[src/rtl/spi_slave_regif.sv]
module spi_slave_regif #(
  parameter int FIFO_DEPTH = 2
) (
  input  logic       clk,
  input  logic       rst_n,
  input  logic       bus_wr,
  input  logic       bus_rd,
  input  logic [1:0] bus_addr,
  input  logic [7:0] bus_wdata,
  output logic [7:0] bus_rdata,
  output logic       irq,
  input  logic       spi_sck,
  input  logic       spi_csn,
  input  logic       spi_mosi,
  output logic       spi_miso,
  output logic       spi_miso_oe
);
  localparam int PW = $clog2(FIFO_DEPTH);
  localparam int CW = $clog2(FIFO_DEPTH + 1);
  localparam logic [CW-1:0] FULL_CNT = CW'(FIFO_DEPTH);
  localparam logic [1:0] A_CTRL = 2'd0, A_MASK = 2'd1, A_STAT = 2'd2, A_DATA = 2'd3;

  function automatic logic [PW-1:0] inc(input logic [PW-1:0] p);
    return (p == PW'(FIFO_DEPTH - 1)) ? '0 : p + 1'b1;
  endfunction

  logic [3:0] ctrl;
  logic [5:0] mask;
  wire en   = ctrl[0];
  wire cpha = ctrl[1];
  wire cpol = ctrl[2];
  wire lsb  = ctrl[3];

  // pin synchronizers and edge history
  logic [1:0] sck_q, cs_q, mosi_q;
  logic       sck_p, cs_p;
  always_ff @(posedge clk or negedge rst_n)
    if (!rst_n) begin
      sck_q  <= '0;
      cs_q   <= 2'b11;
      mosi_q <= '0;
      sck_p  <= 1'b0;
      cs_p   <= 1'b1;
    end else begin
      sck_q  <= {sck_q[0], spi_sck};
      cs_q   <= {cs_q[0], spi_csn};
      mosi_q <= {mosi_q[0], spi_mosi};
      sck_p  <= sck_q[1];
      cs_p   <= cs_q[1];
    end

  wire sck_s  = sck_q[1];
  wire cs_s   = cs_q[1];
  wire mosi_s = mosi_q[1];
  wire active = en & ~cs_s;
  wire rise   = sck_s & ~sck_p;
  wire fall   = ~sck_s & sck_p;
  wire lead   = cpol ? fall : rise;
  wire trail  = cpol ? rise : fall;
  wire smp    = active & (cpha ? trail : lead);
  wire shf    = active & (cpha ? lead : trail);
  wire cs_fell = en & cs_p & ~cs_s;

  // bus decode
  wire wr_ctrl = bus_wr & (bus_addr == A_CTRL);
  wire wr_mask = bus_wr & (bus_addr == A_MASK);
  wire wr_data = bus_wr & (bus_addr == A_DATA);
  wire rd_stat = bus_rd & (bus_addr == A_STAT);
  wire rd_data = bus_rd & (bus_addr == A_DATA);

  always_ff @(posedge clk or negedge rst_n)
    if (!rst_n) begin
      ctrl <= '0;
      mask <= '1;
    end else begin
      if (wr_ctrl) ctrl <= bus_wdata[3:0];
      if (wr_mask) mask <= bus_wdata[5:0];
    end

  // transmit FIFO
  logic [7:0]    tx_mem [FIFO_DEPTH];
  logic [PW-1:0] tx_wp, tx_rp;
  logic [CW-1:0] tx_cnt;
  logic          load_evt;
  wire tx_empty = (tx_cnt == '0);
  wire tx_push  = wr_data & (tx_cnt != FULL_CNT);
  wire tx_pop   = load_evt & ~tx_empty;

  always_ff @(posedge clk)
    if (tx_push) tx_mem[tx_wp] <= bus_wdata;

  always_ff @(posedge clk or negedge rst_n)
    if (!rst_n) begin
      tx_wp  <= '0;
      tx_rp  <= '0;
      tx_cnt <= '0;
    end else begin
      if (tx_push) tx_wp <= inc(tx_wp);
      if (tx_pop)  tx_rp <= inc(tx_rp);
      tx_cnt <= tx_cnt + CW'(tx_push) - CW'(tx_pop);
    end

  // shift engine
  logic [7:0] tx_sr, rx_sr;
  logic [2:0] bit_cnt;
  logic       sr_full, sr_zero;
  wire [7:0] rx_next   = lsb ? {mosi_s, rx_sr[7:1]} : {rx_sr[6:0], mosi_s};
  wire       byte_done = smp & (bit_cnt == 3'd7);
  wire       und_evt   = smp & (bit_cnt == 3'd0) & sr_zero;
  assign load_evt = ~sr_full & ((cs_fell & ~cpha) | (shf & (bit_cnt == 3'd0)));

  always_ff @(posedge clk or negedge rst_n)
    if (!rst_n) begin
      tx_sr   <= '0;
      rx_sr   <= '0;
      bit_cnt <= '0;
      sr_full <= 1'b0;
      sr_zero <= 1'b0;
    end else if (!active) begin
      bit_cnt <= '0;
    end else begin
      if (load_evt) begin
        tx_sr   <= tx_empty ? 8'h00 : tx_mem[tx_rp];
        sr_full <= ~tx_empty;
        sr_zero <= tx_empty;
      end else if (shf) begin
        tx_sr <= lsb ? (tx_sr >> 1) : (tx_sr << 1);
      end
      if (smp) begin
        rx_sr   <= rx_next;
        bit_cnt <= bit_cnt + 3'd1;
        sr_full <= 1'b0;
        sr_zero <= 1'b0;
      end
    end

  assign spi_miso_oe = active;
  assign spi_miso    = active & (lsb ? tx_sr[0] : tx_sr[7]);

  // receive FIFO
  logic [7:0]    rx_mem [FIFO_DEPTH];
  logic [PW-1:0] rx_wp, rx_rp;
  logic [CW-1:0] rx_cnt;
  wire rx_full = (rx_cnt == FULL_CNT);
  wire rx_push = byte_done & ~rx_full;
  wire ovf_evt = byte_done & rx_full;
  wire rx_pop  = rd_data & (rx_cnt != '0);

  always_ff @(posedge clk)
    if (rx_push) rx_mem[rx_wp] <= rx_next;

  always_ff @(posedge clk or negedge rst_n)
    if (!rst_n) begin
      rx_wp  <= '0;
      rx_rp  <= '0;
      rx_cnt <= '0;
    end else begin
      if (rx_push) rx_wp <= inc(rx_wp);
      if (rx_pop)  rx_rp <= inc(rx_rp);
      rx_cnt <= rx_cnt + CW'(rx_push) - CW'(rx_pop);
    end

  // status and interrupt
  logic st_csf, st_und, st_ovf;
  always_ff @(posedge clk or negedge rst_n)
    if (!rst_n) begin
      st_csf <= 1'b0;
      st_und <= 1'b0;
      st_ovf <= 1'b0;
    end else begin
      st_csf <= cs_fell | (st_csf & ~rd_stat);
      st_und <= und_evt | (st_und & ~rd_stat);
      st_ovf <= ovf_evt | (st_ovf & ~rd_stat);
    end

  wire [5:0] status = {st_ovf, st_und, tx_empty, rx_full, st_csf, rx_cnt != '0};
  assign irq = |(status & ~mask);

  always_comb
    case (bus_addr)
      A_CTRL:  bus_rdata = {4'h0, ctrl};
      A_MASK:  bus_rdata = {2'b00, mask};
      A_STAT:  bus_rdata = {2'b00, status};
      default: bus_rdata = (rx_cnt != '0) ? rx_mem[rx_rp] : 8'h00;
    endcase

  a_r2_disabled_quiet: assert property (@(posedge clk) disable iff (!rst_n)
    !en |-> (!spi_miso_oe && !spi_miso));

  a_r5_fifo_bounds: assert property (@(posedge clk) disable iff (!rst_n)
    (tx_cnt <= FULL_CNT) && (rx_cnt <= FULL_CNT));

  a_r7_csf_read_clears: assert property (@(posedge clk) disable iff (!rst_n)
    (rd_stat && !cs_fell) |=> !st_csf);

  a_r8_ready_survives_read: assert property (@(posedge clk) disable iff (!rst_n)
    (rd_stat && rx_cnt != '0) |=> (rx_cnt != '0));

  a_r11_overflow_keeps: assert property (@(posedge clk) disable iff (!rst_n)
    (byte_done && rx_full && !rx_pop) |=> (rx_full && st_ovf));

  a_r12_all_masked: assert property (@(posedge clk) disable iff (!rst_n)
    (mask == 6'h3F) |-> !irq);

  a_r13_abort_restarts: assert property (@(posedge clk) disable iff (!rst_n)
    $rose(cs_s) |=> (bit_cnt == 3'd0));
endmodule

[config.mk]
export PLATFORM = sky130hd
export DESIGN_NAME = spi_slave_regif
export DESIGN_NICKNAME = d
export VERILOG_FILES = /design/src/rtl/spi_slave_regif.sv
export SDC_FILE = /design/constraint.sdc
export NUM_CORES = 1
export LEC_CHECK = 0
export CORE_MARGIN = 3
export CORE_UTILIZATION = 42
export CTS_BUF_LIST = sky130_fd_sc_hd__clkbuf_4 sky130_fd_sc_hd__clkbuf_8 sky130_fd_sc_hd__clkbuf_16
export DETAILED_ROUTE_END_ITERATION = 7
export HOLD_SLACK_MARGIN = 0.15
export PLACE_DENSITY = 0.65
export SYNTH_ARGS = -nofsm -noshare
export SYNTH_HDL_FRONTEND = slang
export SYNTH_SLANG_ARGS = --single-unit
[constraint.sdc]
create_clock -name clk -period 3 [get_ports clk]
set_input_delay 0.6 -clock clk [delete_from_list [all_inputs] [get_ports clk]]
set_output_delay 0.6 -clock clk [all_outputs]
set_load 0.02 [all_outputs]
# Yosys cells after proc, flatten, opt, wreduce, memory -nomap -nowiden
# Memories as Yosys holds them, arrays and structs flattened.
# Index checks and enable logic that the tools add are counted.
op_classes:
  addsub: 9
  n_eq_ne: 7
  n_mux: 26
  n_reduce_logical: 10
  n_bitwise: 41
op_table:
  columns: ["cell", "n"]
  rows:
  - ["8-bit two-way mux", 6]
  - ["1-bit bitwise AND", 27]
  - ["8-bit one-hot mux with 3 select lines", 1]
  - ["1-bit two-way mux", 17]
  - ["1-bit inverter", 8]
  - ["6-bit bitwise AND", 1]
  - ["2-bit equality test (second input constant)", 3]
  - ["3-bit two-way mux", 2]
  - ["6-bit inverter", 1]
  - ["2-bit AND reduction", 3]
  - ["2-bit nonzero test", 3]
  - ["6-bit OR reduction", 1]
  - ["1-bit adder (second input constant)", 4]
  - ["2-bit by 1-bit adder with 2-bit output", 2]
  - ["2-bit zero test", 2]
  - ["1-bit bitwise OR", 4]
  - ["2-bit by 1-bit subtractor with 2-bit output", 2]
  - ["3-bit by 1-bit adder with 3-bit output (second input constant)", 1]
  - ["3-bit equality test (second input constant)", 1]
  - ["3-bit zero test", 1]
  - ["2-bit by 1-bit equality test with 1-bit output (second input constant)", 1]
  - ["2-bit by 1-bit inequality test with 1-bit output (second input constant)", 1]
  - ["2-bit inequality test (second input constant)", 1]
totals:
  output_inout_bits: 11
  register_bits: 50
  ramBits: 32
  in_bits: 17
  n_memories: 2
memory_table:
  columns: ["name", "words", "word_bits", "rd", "rd_clocked_by_memory_dff", "write_ports", "line_no", "text"]
  rows:
  - ["rx_mem", 2, 8, 1, 0, 1, "141", "logic [7:0] rx_mem [FIFO_DEPTH];"]
  - ["tx_mem", 2, 8, 1, 0, 1, "81", "logic [7:0] tx_mem [FIFO_DEPTH];"]

# Depth between registers and ports, before layout
# Gate-level depths: netlist of run 1.
logic_depth:
  word_depth: 10
  mapped_depth: 12
  ltp_nobuf: 11

# Worst setup path after synthesis of run 1
# No wires, ideal clock.
synth_path:
  path_type: "input-to-output"
  start: "input port bus_addr[0]"
  end: "output port bus_rdata[1]"
  n_path_buf: 1
  slack_ps: 655
  cell_stages: 3
  required_ps: 2400
  arrival_ps: 1745
  cell_sequence: "buf_1 o211ai_1 o21ai_0"
synth_via:
  elab_chain_len: 2
  elab_cells_between_ends: 4
  cone_classes: "2 x eq/ne; 1 x mux; 1 x reduce/logical"
synth_rtl:
  columns: ["item", "line_no", "text"]
  rows:
  - ["start, declared", "8", "input logic [1:0] bus_addr,"]
  - ["2-bit equality test (tied with other cells)", "180", "case (bus_addr)"]
  - ["8-bit one-hot mux with 3 select lines (*)", "180", null]
  - ["end, declared", "10", "output logic [7:0] bus_rdata,"]
# Mark *: on every way between the ends. The rest lies on a longest branch, timed or not.

# Final worst setup path of run 1
# Ends and elaborated chain as after synthesis.

==> results.yml, run 1 <==
global_route:
  grt_usage_pct: 16.30
  grt_pass1_vias: 2375
  antenna_found_initial: 0
  grt_max_degree: 32
  grt.overflow.total: 0
  grt_pass1_wl_um: 12460
cts:
  cts_tree: "yes"
  cts_buffers: 9
  clock-root-buffer: "clkbuf_8"
  worst_skew_pair.late_latency_ns: 0.35
  clk_pin_slew_ns: 0.08
  htreeDepth: 3
  clk_path_buf_depth: 2
  cts.sinks: 82
  holdBufCountCts: 0
setup_path:
  critPathKind: "in -> out"
  critical-path-max-stage-delay_ns: 0.64
  r2r_cells: 9
  start_kind: "input pin"
  required_ns: 2.40
  worst_setup_path_end_kind: "primary output"
  path_cells: "clkdlybuf4s50_1 > o211ai_1 > o21ai_1 > clkdlybuf4s50_1"
  cp_max_fo: 6
  cp_data_arrival_time_ns: 2.36
  cp_common_cell: "clkdlybuf4s50_1"
  cp_slowest_cell: "clkdlybuf4s50_1"
pwr:
  p_sw_share_pct: 31.28
  pwr-share-seq_pct: 49.4
  ir_worst_vdd_mv: 0.5679
  p_int_mw: 2.230
  pwr-share-clk_pct: 24.2
  p_leak_nw: 1.872
  power_density_nw_per_um2: 741.4
  combPwrFrac_pct: 26.3
  p_total_mw: 3.245
  p_sw_mw: 1.015
placement:
  port_buffers: 27
  dp.cells: 415
  gp_congestion: 0.7649
  hpwl_um: 5411
run_status:
  status: "completed"
sta:
  finalSetupViolCount: 0
  period_needed_ns: 2.963
  slew_headroom_pct: 51.49
  fin_crit_sh_pct: 98.77
  fmax_mhz: 337.5
  maxSlewViolCount: 0
  worstMarginPinSlew_ns: 0.7277
  hold_violations: 0
  rsz0062_at_grt: "no"
  clock_skew_ns: 0.009343
yosys:
  ys.warnings.count: 0
  ys_ff_latch: 82
  syn_inst: 281
  synth_async_sr_flop_share_pct: 60.98
  synthDistinctLibCells: 42
  synth_ff_type: "dfrtp_1"
  yosysSeqAreaShare_pct: 59.77
  synth_edf_count: 32
  synth.avg_cell_area_um2: 13.24
  syn_area_um2: 3720
  syn-num-nets: 305
floorplan:
  initial_core_util_pct: 44.16
  die_w_um: 100.1
  rows: 33
  dieArea_um2: 10020
  die_y_um: 100.1
  ioPinCount: 28
  core_um2: 8423
route:
  drcViolationCount: 0
  firstDrtPassIters: 4
  wl_um: 7554
  dr.first_iter.drc_count: 122
  dr_total_vias: 2299
  viasPerCell: 5.309
  wire_per_inst_um: 17.45
  ant_nets: 0
final_layout:
  syn_to_final_growth_pct: 17.66
  fin_cells: 433
  antennaDiodeCount: 0
  drive_above_1_share_pct: 23.78
  layout_commonest_cell: "dfrtp_1"
  final_cell_mix: "41 x dfrtp_1, 32 x mux2_2, 32 x edfxtp_1, 22 x inv_1, 22 x clkdlybuf4s50_1"
  fin_nets: 347
run:
  maxCapViolations: 0
worst_hold_path:
  min_path_type: "in -> async"
## synthesized netlist by cell type, types with 3 or more instances
master    count  share of area (%)
dfrtp_1      41                 28
edfxtp_1     32                 26
mux2_2       32                9.7
inv_1        22                2.2
mux2i_1      21                5.7
nand2_1      16                1.6
nor2_1       12                1.2
o21ai_0      10                1.3
a222oi_1      9                2.4
dfstp_2       9                6.4
ha_1          7                2.4
nor2b_1       6                1.0
xnor2_1       6                1.4
clkbuf_1      5               0.50
a21oi_1       4               0.54
nand2b_1      4               0.67
o211ai_1      4               0.81
a22o_1        3               0.71
and2_1        3               0.50
buf_1         3               0.30
nor3_1        3               0.40
## registers in the layout (all words and copies together), names as in the netlist, 2 cells and up
name / count
tx_sr: 8
rx_sr: 8
ctrl: 4
mosi_q: 2
tx_mem: 16
bit_cnt: 3
sck_q: 2
mask: 6
rx_mem: 16
cs_q: 2
tx_cnt: 2
rx_cnt: 2
## kinds of logic after synthesis
kind of cell	after synthesis	share of synthesized area, %
compound gates	39	7.939
xor+xnor	8	1.884
fa+ha+maj	7	2.354
buf+inv	33	3.498
flops	82	59.77
mux	57	16.72
simple gates	55	7.837
## critical path: cells and delay by family
| family | cells | cell delay (ns) |
|---|---|---|
| AO/OA/AOI/OAI | 2 | 0.49 |
| buffers and inverters | 2 | 1.26 |
## path summary, 6_finish.rpt
path                             start           end  slack, ns
min in group clk               cs_q[0]       cs_q[1]       0.36
max in group asynchronous        rst_n          cs_p       1.98
min reg2reg                    cs_q[0]       cs_q[1]       0.36
max reg2reg                    ctrl[1]     tx_cnt[1]       0.58
max                        bus_addr[0]  bus_rdata[1]       0.04
min                              rst_n         tx_wp       0.30
## timing repair
action / CTS / global route
gates resized for setup: 4 / 2
pin swaps: 0 / 1
setup endpoints to repair: 4 / 3
setup buffers: 0 / 2
## metrics by stage
step | area, um2 | hold WS (ns) | util [%] | worst slack, ns | setup TNS (ns)
6_report | 4377 | 0.2998 | 51.96 | 0.03686 | 0
4_1_cts | 4357 | 0.3188 | 51.72 | 0.02877 | 0
3_5_place_dp | 4167 | 0.3499 | 49.47 | -0.01109 | -0.02337
2_1_floorplan | 3720 | 0.3044 | - | 0.6547 | 0
5_1_grt | 4377 | 0.3444 | 51.96 | 0.01208 | 0
3_3_place_gp | 4167 | 0.3370 | 49.47 | -0.01314 | -0.02176
## layout make-up
cell class                      instances  area, um2
Clock buffer                           11      138.9
Multi-Input combinational cell        166       1369
Timing Repair Buffer                   42      376.6
Tap cell                              105      131.4
Fill cell                             715       4046
Sequential cell                        82       2223
Clock inverter                          5      55.05
Inverter                               22      82.58
## layer usage
layer,wire [um],track usage (%),vias up
li1,-,-,1106
met1,3433,20.96,1146
met2,3729,26.94,41
met3,319,5.142,6
met4,72,4.145,0
met5,0,0,-
## power by group through the flow
| stage | Sequential, mW | Clock, mW | Combinational, mW |
|---|---|---|---|
| global placement | 1.62 | 0 | 0.842 |
| global route | 1.64 | 0.862 | 0.960 |
| floorplan | 1.51 | 0 | 0.652 |
| finish | 1.60 | 0.787 | 0.854 |
| detailed placement | 1.63 | 0 | 0.864 |
| CTS | 1.61 | 0.807 | 0.863 |
No activity file was read; power rests on OpenSTA's default activity.
==> run 2: changes to the inputs <==
CORE_MARGIN = not set   (was 3)
==> run 2 against run 1 <==
Net effect: flip-flop and latch count did not move; power shrank 1.1%; die area fell by 7.8%; count of clock-buffer cells in the layout fell by 1; worst hold slack improved by 0.057 ns; core utilization about the same; largest cell class unchanged.
==> results.yml, run 2 (synthesis results as in run 1) <==
run_status:
  status: "completed"
final_layout:
  layout_commonest_cell: "dfrtp_1"
  fin_nets: 343
  drive_above_1_share_pct: 22.22
  fin_cells: 429
  nFillCells: 739
  largestRegisters: "rx_mem: 16 flops, tx_mem: 16 flops"
  final_cell_mix: "41 x dfrtp_1, 32 x mux2_2, 32 x edfxtp_1, 22 x inv_1"
  syn_to_final_growth_pct: 17.09
  antennaDiodeCount: 0
  fin_util_pct: 51.96
setup_path:
  required_ns: 2.40
  cp_slowest_cell: "clkdlybuf4s50_1"
  critPathBufInv: 2
  critical-path-max-stage-delay_ns: 0.64
  cp_common_cell: "clkdlybuf4s50_1"
  start_kind: "input pin"
  path_cells: "clkdlybuf4s50_1 > o211ai_1 > nor2_1 > clkdlybuf4s50_1"
  worst_setup_path_end_kind: "primary output"
  critical_path.top_delay_family: "buffers and inverters"
  cp_data_arrival_time_ns: 2.27
  cp_max_fo: 7
  critPathKind: "in -> out"
cts:
  htreeDepth: 3
  cts_tree: "yes"
  worst_skew_pair.late_latency_ns: 0.35
  cts.sinks: 82
  post-cts-setup-buffers: 0
  clk_path_buf_depth: 2
  clk_pin_slew_ns: 0.08
  clock-root-buffer: "clkbuf_8"
  cts_buffers: 9
sta:
  hold_violations: 0
  maxSlewViolCount: 0
  setup_tns_ns: 0
  worstMarginPinSlew_ns: 0.5883
  fin_crit_sh_pct: 95.59
  fmax_mhz: 348.7
  clock_skew_ns: 0.007881
  period_needed_ns: 2.868
  rsz0062_at_grt: "no"
  slew_headroom_pct: 60.70
  finalSetupViolCount: 0
  worst_slack_ns: 0.1322
placement:
  dp.cells: 412
  port_buffers: 27
  gp_congestion: 0.7986
  hpwl_um: 5272
  dpl_worst_slack_ns: -0.007167
run:
  maxCapViolations: 0
floorplan:
  initial_core_util_pct: 44.38
  dieArea_um2: 9237
  core_um2: 8382
  rows: 33
  die_y_um: 96.11
  die_w_um: 96.11
  ioPinCount: 28
global_route:
  grt_max_degree: 40
  grt_usage_pct: 17.68
  antenna_found_initial: 0
  grt.overflow.total: 0
  grt_pass1_vias: 2293
  grt_pass1_wl_um: 11800
pwr:
  p_total_mw: 3.210
  p_leak_nw: 1.884
  ir_worst_vdd_mv: 0.4078
  power_density_nw_per_um2: 737.0
route:
  ant_nets: 0
  wl_um: 7393
  viasPerCell: 5.378
  drcViolationCount: 0
  dr.first_iter.drc_count: 121
  firstDrtPassIters: 4
  dr_total_vias: 2307
  wire_per_inst_um: 17.23
worst_hold_path:
  min_path_type: "reg -> reg"
run 2: routing by layer:
layer | vias up | global-route usage (%) | routed length, um
li1 | 1095 | - | -
met1 | 1157 | 21.30 | 3276
met2 | 45 | 30.08 | 3693
met3 | 10 | 5.687 | 334
met4 | 0 | 5.348 | 89
met5 | - | 0 | 0
run 2: path summary, 6_finish.rpt:
kind / slack, ns / endpoint / depth (start not counted) / startpoint
min in group asynchronous: 0.65 / tx_wp / 2 / rst_n
setup / recovery: 0.13 / bus_rdata[6] / 4 / bus_addr[0]
hold / removal: 0.36 / sck_q[1] / 0 / sck_q[0]
setup reg to reg: 0.42 / tx_cnt[1] / 9 / ctrl[1]
max in group asynchronous: 1.52 / cs_q[0] / 3 / rst_n
hold reg to reg: 0.36 / sck_q[1] / 0 / sck_q[0]
run 2: through the flow:
stage | area, um2 | hold slack, ns
after CTS | 4343 | 0.3594
final | 4355 | 0.3565
after floorplan | 3720 | 0.3044
after detailed placement | 4144 | 0.3409
after global routing | 4355 | 0.3622
after global placement | 4144 | 0.3386
run 2: repair_timing:
action / in CTS / in global routing
gates resized for setup: 1 / 5
endpoints found under the setup margin: 1 / 3
hold buffers: 1 / 0
endpoints found under the hold margin: 8 / 0
run 2: worst reg2reg max path, cell delays in order (launching register included):
cell and delay [ns]:
dfrtp_1 0.43, xnor2_1 0.40, mux2_4 0.38, a21o_1 0.30
and2_1 0.24, ha_1 0.27, inv_1 0.04, ha_1 0.17
xnor2_1 0.16, xnor2_1 0.13
run 2: cell type report:
type                    instances  area [um2]  share of cell area, %
multi-input cells             166        1369                  31.43
clock buffers                  10       131.4                  3.016
clock inverters                 6       58.81                  1.350
well taps                     105       131.4                  3.016
flip-flops and latches         82        2223                  51.05
repair buffers                 38       359.1                  8.245
inverters                      22       82.58                  1.896
run 2: report_power, final:
group / internal (mW) / switching (mW) / leakage, nW / total, mW
sequential: 1.38 / 0.218 / 0.898 / 1.60
combinational: 0.430 / 0.400 / 0.893 / 0.830
clock: 0.388 / 0.390 / 0.0931 / 0.778
total: 2.20 / 1.01 / 1.88 / 3.21
